<file path="src/rtl/irq_svc_pkg.sv">
package irq_svc_pkg;

    localparam int VEC_W_DEFAULT = 8;

    typedef enum logic {
        SVC_IDLE = 1'b0,
        SVC_WAIT = 1'b1
    } svc_state_t;

    typedef struct packed {
        logic polarity;
        logic level_trig;
        logic masked;
    } pin_mode_t;

    function automatic int idx_width(input int n);
        return (n > 1) ? $clog2(n) : 1;
    endfunction

endpackage

</file>
<file path="src/rtl/irq_prio_pick.sv">
module irq_prio_pick #(
    parameter int N    = 24,
    parameter int IW   = irq_svc_pkg::idx_width(N)
) (
    input  logic          clk,
    input  logic          rst,
    input  logic [N-1:0]  want,
    output logic [N-1:0]  grant,
    output logic [IW-1:0] grant_idx,
    output logic          any
);

    logic [N:0] blocked;

    assign blocked[0] = 1'b0;

    generate
        for (genvar i = 0; i < N; i++) begin : g_chain
            assign grant[i]     = want[i] & ~blocked[i];
            assign blocked[i+1] = blocked[i] | want[i];
        end
    endgenerate

    assign any = blocked[N];

    always_comb begin
        grant_idx = '0;
        for (int k = N - 1; k >= 0; k--) begin
            if (want[k]) grant_idx = IW'(k);
        end
    end

    AST_PICK_ONEHOT: assert property (@(posedge clk) disable iff (rst)
        $onehot0(grant));
    AST_PICK_LOWEST: assert property (@(posedge clk) disable iff (rst)
        any |-> (((grant - N'(1)) & want) == '0));

endmodule

</file>
<file path="src/rtl/irq_pin_slot.sv">
module irq_pin_slot
    import irq_svc_pkg::*;
#(
    parameter int VEC_W = VEC_W_DEFAULT
) (
    input  logic             clk,
    input  logic             rst,
    input  logic             level_in,
    input  pin_mode_t        mode,
    input  logic [VEC_W-1:0] vector,
    input  logic             eoi_valid,
    input  logic [VEC_W-1:0] eoi_vector,
    input  logic             wr_hit,
    input  logic             done,
    input  logic             rirr_set,
    output logic             pending,
    output logic             want
);

    logic eff, eff_q, pending_q, rirr_q, want_q;
    logic rise, eoi_match, trigger;

    assign eff       = level_in ^ mode.polarity;
    assign rise      = eff & ~eff_q;
    assign eoi_match = eoi_valid & mode.level_trig & (vector == eoi_vector);

    always_comb begin
        trigger = 1'b0;
        if (rise && (!mode.level_trig || !rirr_q)) trigger = 1'b1;
        if (eoi_match && !mode.masked && pending_q) trigger = 1'b1;
        if (wr_hit && pending_q) trigger = 1'b1;
    end

    always_ff @(posedge clk) begin
        if (rst) begin
            eff_q     <= 1'b0;
            pending_q <= 1'b0;
            rirr_q    <= 1'b0;
            want_q    <= 1'b0;
        end else begin
            eff_q <= eff;
            if (mode.level_trig) pending_q <= eff;
            else                 pending_q <= eff & (rise | (pending_q & ~done));
            if (eoi_match)       rirr_q <= 1'b0;
            else if (rirr_set)   rirr_q <= 1'b1;
            want_q <= (want_q & ~done) | trigger;
        end
    end

    assign pending = pending_q;
    assign want    = want_q;

    AST_EOI_CLEARS_RIRR: assert property (@(posedge clk) disable iff (rst)
        eoi_match |=> !rirr_q);
    AST_EDGE_PEND_DROP: assert property (@(posedge clk) disable iff (rst)
        (done && !mode.level_trig && !rise) |=> !pending_q);
    AST_RIRR_SOURCE: assert property (@(posedge clk) disable iff (rst)
        $rose(rirr_q) |-> $past(rirr_set));

endmodule

</file>
<file path="src/rtl/irq_pin_service.sv">
module irq_pin_service
    import irq_svc_pkg::*;
#(
    parameter int NUM_PINS = 24,
    parameter int VEC_W    = VEC_W_DEFAULT,
    parameter int IDX_W    = idx_width(NUM_PINS)
) (
    input  logic                      clk,
    input  logic                      rst,
    input  logic [NUM_PINS-1:0]       pin_level,
    input  logic [NUM_PINS-1:0]       cfg_polarity,
    input  logic [NUM_PINS-1:0]       cfg_level,
    input  logic [NUM_PINS-1:0]       cfg_mask,
    input  logic [NUM_PINS*VEC_W-1:0] cfg_vector,
    input  logic                      cfg_wr,
    input  logic [IDX_W-1:0]          cfg_wr_pin,
    input  logic                      eoi_valid,
    input  logic [VEC_W-1:0]          eoi_vector,
    output logic                      dlv_req,
    output logic [IDX_W-1:0]          dlv_pin,
    input  logic                      dlv_ack,
    input  logic                      dlv_hit,
    output logic [NUM_PINS-1:0]       pending
);

    svc_state_t             state;
    logic [IDX_W-1:0]       cur_pin;
    logic [NUM_PINS-1:0]    want_vec, grant, done_vec, rirr_vec;
    logic [IDX_W-1:0]       pick;
    logic                   any_want;

    generate
        for (genvar i = 0; i < NUM_PINS; i++) begin : g_pin
            pin_mode_t m;
            assign m = '{polarity: cfg_polarity[i], level_trig: cfg_level[i],
                         masked: cfg_mask[i]};
            irq_pin_slot #(.VEC_W(VEC_W)) u_slot (
                .clk        (clk),
                .rst        (rst),
                .level_in   (pin_level[i]),
                .mode       (m),
                .vector     (cfg_vector[i*VEC_W +: VEC_W]),
                .eoi_valid  (eoi_valid),
                .eoi_vector (eoi_vector),
                .wr_hit     (cfg_wr && (cfg_wr_pin == IDX_W'(i))),
                .done       (done_vec[i]),
                .rirr_set   (rirr_vec[i]),
                .pending    (pending[i]),
                .want       (want_vec[i])
            );
        end
    endgenerate

    irq_prio_pick #(.N(NUM_PINS), .IW(IDX_W)) u_pick (
        .clk       (clk),
        .rst       (rst),
        .want      (want_vec),
        .grant     (grant),
        .grant_idx (pick),
        .any       (any_want)
    );

    always_comb begin
        done_vec = '0;
        rirr_vec = '0;
        if (state == SVC_IDLE) begin
            if (any_want && cfg_mask[pick]) done_vec = grant;
        end else if (dlv_ack) begin
            done_vec[cur_pin] = 1'b1;
            rirr_vec[cur_pin] = dlv_hit & cfg_level[cur_pin];
        end
    end

    always_ff @(posedge clk) begin
        if (rst) begin
            state   <= SVC_IDLE;
            cur_pin <= '0;
        end else begin
            case (state)
                SVC_IDLE: if (any_want && !cfg_mask[pick]) begin
                    state   <= SVC_WAIT;
                    cur_pin <= pick;
                end
                SVC_WAIT: if (dlv_ack) state <= SVC_IDLE;
                default:  state <= SVC_IDLE;
            endcase
        end
    end

    assign dlv_req = (state == SVC_WAIT);
    assign dlv_pin = cur_pin;

    AST_REQ_HOLD: assert property (@(posedge clk) disable iff (rst)
        (dlv_req && !dlv_ack) |=> (dlv_req && $stable(dlv_pin)));
    AST_REQ_DROP: assert property (@(posedge clk) disable iff (rst)
        (dlv_req && dlv_ack) |=> !dlv_req);
    AST_REQ_RECORDED: assert property (@(posedge clk) disable iff (rst)
        dlv_req |-> want_vec[dlv_pin]);

endmodule

</file>
<file path="config.mk">
export PLATFORM = sky130hd
export DESIGN_NAME = irq_pin_service
export DESIGN_NICKNAME = d
export VERILOG_FILES = /design/src/rtl/irq_svc_pkg.sv /design/src/rtl/irq_prio_pick.sv /design/src/rtl/irq_pin_slot.sv /design/src/rtl/irq_pin_service.sv
export SDC_FILE = /design/constraint.sdc
export NUM_CORES = 1
export LEC_CHECK = 0
export CORE_UTILIZATION = 45
export DETAILED_ROUTE_END_ITERATION = 12
export GPL_TIMING_DRIVEN = 0
export PLACE_DENSITY = 0.83
export SYNTH_ARGS = -nofsm -noshare
export SYNTH_HDL_FRONTEND = slang
export SYNTH_SLANG_ARGS = --single-unit
</file>
<file path="constraint.sdc">
create_clock -name clk -period 3.71 [get_ports clk]
set_input_delay 0.5565 -clock clk [delete_from_list [all_inputs] [get_ports clk]]
set_output_delay 0.5565 -clock clk [all_outputs]
set_load 0.05 [all_outputs]
</file>
[After elaboration in Yosys (flattened, before gate mapping)]
Index checks and enable logic that the tools add are counted.
Storage, ports and cells
  bits in registers: 102
  bits in latches: 0
  bits in writable memories: 0
  memory bits (read-only): 0
  bits of input ports: 307
  output and inout port bits: 30
  logic and storage cells: 864
  memories: 0
Cells by class
  add/sub/neg operators: 0
  multipliers: 0
  divide/modulo/power cells: 0
  order comparisons: 3
  equality and inequality tests: 47
  shift-type cells: 0
  mux-type cells: 134
  bitwise operators: 336
  reductions and logical operators: 246
Operators with widths (count)
  $eq A8 B8 Y1: 24
  $and A1 B1 Y1: 168
  $logic_and A1 B1 Y1: 123
  $mux W24: 5
  $mux W5: 24
  $mux W1: 101
  $logic_not A1 Y1: 73
  $not A1 Y1: 72
  $or A1 B1 Y1: 71
  $reduce_or A2 Y1: 24
  $eq A5 B4 Y1 const B: 8
  $eq A5 B5 Y1 const B: 8
  $and A24 B24 Y24: 1
  $logic_or A1 B1 Y1: 24
  $xor A1 B1 Y1: 24
  $eq A5 B3 Y1 const B: 4
  $lt A5 B6 Y1 const B: 2
  $bmux W1 S5: 2
  $eq A5 B2 Y1 const B: 2
  $demux W1 S5: 1
  $eq A5 B1 Y1 const B: 1
  $ge A5 B1 Y1 const B: 1
  $logic_not A5 Y1: 1
  $pmux W1 S2: 1
  $reduce_and A2 Y1: 1

[Longest topological paths before layout]
  depth in word-level cells: 34
  depth in mapped cells: 11
  mapped depth without buffers: 8

[By module]
Synthesis repeated with hierarchy kept, for this count alone.
Unflattened totals
  cells, all modules: 978
  area, all modules: 8109.0 µm²
Modules (own cells, without submodules)
  irq_pin_slot: instances 24, cells an instance 30, area each 260.2 µm², sequential area each 80.1 µm²
  irq_pin_service: instances 1, cells an instance 179, area each 1352.5 µm², sequential area each 120.1 µm²
  irq_prio_pick: instances 1, cells an instance 79, area each 510.5 µm², sequential area each 0.0 µm²

[Least setup slack after synthesis]
OpenSTA, ideal clock, no wires.
  kind: reg-to-reg
  from: reg g_pin[19].u_slot.want_q
  to: reg cur_pin[1], in the netlist dlv_pin[1]
  library setup time: 0.123 ns
  arrival time: 2.728 ns
  data required time: 3.587 ns
  path slack: 0.859 ns
  stages on the path, launching flop included: 10
  buffers on the path: 1
  period minus slack after synthesis: 2.851 ns
  cells stage by stage: dfxtp_1 > or4_1 > buf_2 > o211a_1 > nor2_2 > mux2_1 > o211a_1 > nor3_1 > o221a_2 > mux2_1
Between the ends
  longest elaborated chain between the ends: 25
  elaborated cells on any way between the ends: 30
  classes of those cells: 22 x mux; 5 x bitwise; 3 x reduce/logical
RTL lines
  start: declaration: line irq_pin_slot.sv:20  | logic eff, eff_q, pending_q, rirr_q, want_q;
  start signal: assignment: line irq_pin_slot.sv:46  | want_q <= (want_q & ~done) | trigger;
  $mux W5 (20 in a row): line irq_prio_pick.sv:29  | if (want[k]) grant_idx = IW'(k);
  $bmux W1 S5: line irq_pin_service.sv:80  | SVC_IDLE: if (any_want && !cfg_mask[pick]) begin
  $mux W1 (not written as such): line irq_pin_service.sv:80
  $logic_not A1 Y1: line irq_pin_service.sv:80
  $logic_and A1 B1 Y1: line irq_pin_service.sv:80
  $reduce_and A2 Y1 (no source line)
  end signal: assignment: line irq_pin_service.sv:82  | cur_pin <= pick;
  end: declaration: line irq_pin_service.sv:27  | logic [IDX_W-1:0] cur_pin;
Parallel ways exist; a longest one is shown, timed or not. The select of a mux whose other input is x is not followed.
A chain may end at the register's enable or synchronous reset.

[Worst setup path after layout]
  from: reg cur_pin[4], in the netlist dlv_pin[4]
  to: reg g_pin[3].u_slot.rirr_q
Between the ends
  longest elaborated chain between the ends: 7
  elaborated cells on any way between the ends: 11
  classes of those cells: 2 x order compare; 6 x mux; 2 x bitwise; 1 x reduce/logical
RTL lines
  $lt A5 B6 Y1 (not written as such) / $ge A5 B1 Y1 (equally long branches): line irq_pin_service.sv:70  | rirr_vec[cur_pin] = dlv_hit & cfg_level[cur_pin];
  $logic_and A1 B1 Y1 (not written as such): line irq_pin_service.sv:70
  $mux W1 (not written as such): line irq_pin_service.sv:70
  $demux W1 S5: line irq_pin_service.sv:70
  $and A24 B24 Y24 (no source line) (*)
  $mux W24 (*): line irq_pin_service.sv:68  | end else if (dlv_ack) begin
  $mux W24 (*): line irq_pin_service.sv:66  | if (state == SVC_IDLE) begin
  end signal: assignment: line irq_pin_slot.sv:38  | rirr_q <= 1'b0;
  end signal: assignment: line irq_pin_slot.sv:44  | if (eoi_match) rirr_q <= 1'b0;
  end signal: assignment: line irq_pin_slot.sv:45  | else if (rirr_set) rirr_q <= 1'b1;
  end: declaration: line irq_pin_slot.sv:20
Mark *: on every way between the ends. The rest lies on a longest branch, timed or not. The select of a mux whose other input is x is not followed.

==> results.json <==
{
  "synth_warnings": 0,
  "die_y_um": 138,
  "required_ns": 3.97,
  "final_layout_size_suffix_gt1_frac": 0.0604,
  "cts.sinks": 102,
  "initial_core_util": 0.460,
  "power.density_mw_per_mm2": 368,
  "synth_top_cell_area_share": 0.246,
  "crit_family": "simple AND/OR/NAND/NOR gates",
  "busiest_layer": "met2",
  "dieArea_mm2": 0.0190,
  "ys_ff_latch": 102,
  "end_kind": "flip-flop",
  "drc_errors": 0,
  "vias": 9630,
  "hold_viol_final": 0,
  "hp-class": "reg2reg",
  "netlist_area_mm2": 0.00829,
  "nets": 1660,
  "area_growth_syn_to_layout_pct": 47.5,
  "status": "completed",
  "final_cell_mix": "clkdlybuf4s50_1, xor2_1, xnor2_1, dfxtp_1, a21oi_1",
  "cts_hold_buf": 0,
  "portBuffers": 327,
  "drt-initial-drc-count": 1056,
  "io_pins": 337,
  "design_area_mm2": 0.0122,
  "clk_latency_ns": 0.37,
  "postSynthAreaPerCell_um2": 8.17,
  "slowest_delay_ns": 1.17,
  "synth_fp_nets": 1322,
  "grt_use_met3": 0.0898,
  "fin_skew_ns": 0.00931,
  "drt-pass1-iter-count": 7,
  "postRouteAntennaNets": 0,
  "cts-root-buf": "clkbuf_16",
  "syn_inst": 1015,
  "grt_pass1_wl_mm": 52.7,
  "clk_pin_slew_worst_paths_ns": 0.08,
  "grt.met2_usage": 0.642,
  "place_inst": 1571,
  "crit_chain": "clkbuf_1 -> nor3_1 -> a22oi_1 -> nand3_1 -> nand2_1 -> nor2_1 -> a21oi_1 -> a311oi_1",
  "vias_per_cell": 6.06,
  "layout.cells.non_filler": 1588,
  "power.total_uw": 4500,
  "synth-main-ff-cell": "dfxtp_1",
  "tightest_slew_ns": 1.42,
  "grt_setup_unrepaired": "false",
  "die_w_um": 138,
  "tns_ns": 0,
  "clockBufferDepth": 2,
  "synth_edf_count": 0,
  "tritoncts": "done",
  "cp.arrival_ns": 3.96,
  "hold_ws_ns": 0.479,
  "cts_buffers": 9,
  "worstPathMaxFanout": 9,
  "crit_buf_inv": 1,
  "layout_min_cycle_time_ns": 3.70,
  "grt.met1_usage": 0.447,
  "leakagePower_uw": 0.00427,
  "overflow": 0,
  "htreeDepth": 3,
  "routed_wl_mm": 36.4,
  "postCtsSetupBuffers": 0,
  "wire_per_inst_um": 22.9,
  "antenna_found_initial": 1,
  "ys_types": 74,
  "grt_pass1_vias": 9303,
  "fmax_ghz": 0.270,
  "core-area_mm2": 0.0180,
  "drv_slew": 0,
  "min_period_over_period": 0.998,
  "dpl_cell_area_mm2": 0.0119,
  "critical_path.slowest_cell": "nor3_1",
  "peakVddDrop_mv": 0.298,
  "grtUsageTotal": 0.381,
  "synth_top_area_cell": "dfxtp_1",
  "seq_area_frac_synth": 0.246,
  "place_congestion": 1.00,
  "rows": 49,
  "crit_type": "reg2reg",
  "relSlewSlack": 0.0456,
  "setup_viol_count_final": 0,
  "grt_max_degree": 18,
  "final_common_cell": "clkdlybuf4s50_1",
  "start_kind": "flip-flop",
  "synth-async-reset-ratio": 0,
  "ys_top_cells_by_area": "dfxtp_1, xor2_1, xnor2_1",
  "dpl.hpwl_mm": 29.3,
  "maxCapViolCount": 0
}
[kinds of logic (layout without fill, tap and decap cells)]
| kind of cell | count (synthesis) | count (layout) | synth area share |
|---|---|---|---|
| and+or+nand+nor | 316 | 316 | 0.211 |
| other | 0 | 1 | 0 |
| AOI/OAI and AO/OA | 254 | 254 | 0.220 |
| buffers and inverters | 111 | 454 | 0.0648 |
| xor gates and xnor gates | 216 | 216 | 0.228 |
| muxes | 16 | 16 | 0.0291 |
| DFF | 102 | 102 | 0.246 |
[sequential cells by signal, summed over array words and instances (netlist names)]
register and cells:
g_pin.u_slot.eff_q 24, dlv_pin 5, g_pin.u_slot.pending 24, dlv_req 1, g_pin.u_slot.want 24, g_pin.u_slot.rirr_q 24
[Yosys cell counts (3+ instances only)]
library cell,instances
a311o_1,9
nor3_1,20
buf_4,25
buf_1,7
xor2_1,114
a31oi_1,5
a211oi_1,19
o211ai_1,4
a22oi_1,8
nand3_1,30
a22o_1,10
nor4b_1,3
a21boi_0,6
o2111ai_1,6
a21oi_1,74
nor2b_1,24
a311oi_1,18
buf_6,3
nand4_1,27
mux2i_1,5
o22ai_1,18
clkbuf_1,46
o311ai_0,7
o211a_1,3
nand2b_1,18
xnor2_1,102
nand2_1,54
buf_2,3
mux2_1,3
inv_1,27
nor4_1,35
and2_1,21
nor2_1,47
nand3b_1,13
nor3b_1,3
mux4_2,6
a41oi_1,9
o21ai_0,31
dfxtp_1,102
[cell type report]
| type | instances | area (um2) |
|---|---|---|
| fillers | 1531 | 5800 |
| multi-input cells | 802 | 5740 |
| repair buffers | 327 | 3270 |
| flip-flops and latches | 102 | 2040 |
| plain buffers | 84 | 450 |
| well taps | 229 | 287 |
| clock buffers | 10 | 239 |
| inverters | 27 | 101 |
| clock inverters | 6 | 92.6 |
| diodes | 1 | 2.50 |
[worst paths after layout]
| kind | start | to | slack [ns] | cells past startpoint |
|---|---|---|---|---|
| worst max-delay path | dlv_pin[4] | g_pin[3].u_slot.rirr_q | 0.009 | 8 |
| worst min-delay path | g_pin[0].u_slot.eff_q | g_pin[0].u_slot.pending | 0.48 | 1 |
| worst max register to register | dlv_pin[4] | g_pin[3].u_slot.rirr_q | 0.009 | 8 |
| worst min register to register | g_pin[0].u_slot.eff_q | g_pin[0].u_slot.pending | 0.48 | 1 |
[stage by stage]
stage	utilization	setup slack [ns]
3_3_place_gp	0.657	-0.638
4_1_cts	0.677	0.0898
3_5_place_dp	0.658	-0.628
2_1_floorplan	-	0.859
6_report	0.678	0.00920
5_1_grt	0.678	0.0553
[where the power goes]
part / internal [uW] / switching (uW)
Clock: 614 / 464
Combinational: 911 / 1160
Sequential: 1200 / 148
[metal layers]
metal	up-vias	routed length [um]
li1	4358	-
met1	4453	13400
met2	665	17200
met3	154	3800
met4	0	2030
met5	-	0
[repair_timing]
item,in CTS,in global routing
pin swaps,0,0
endpoints found under the setup margin,2,14
gates resized for setup,2,8
Note: power is estimated with default switching activity, not from simulation.
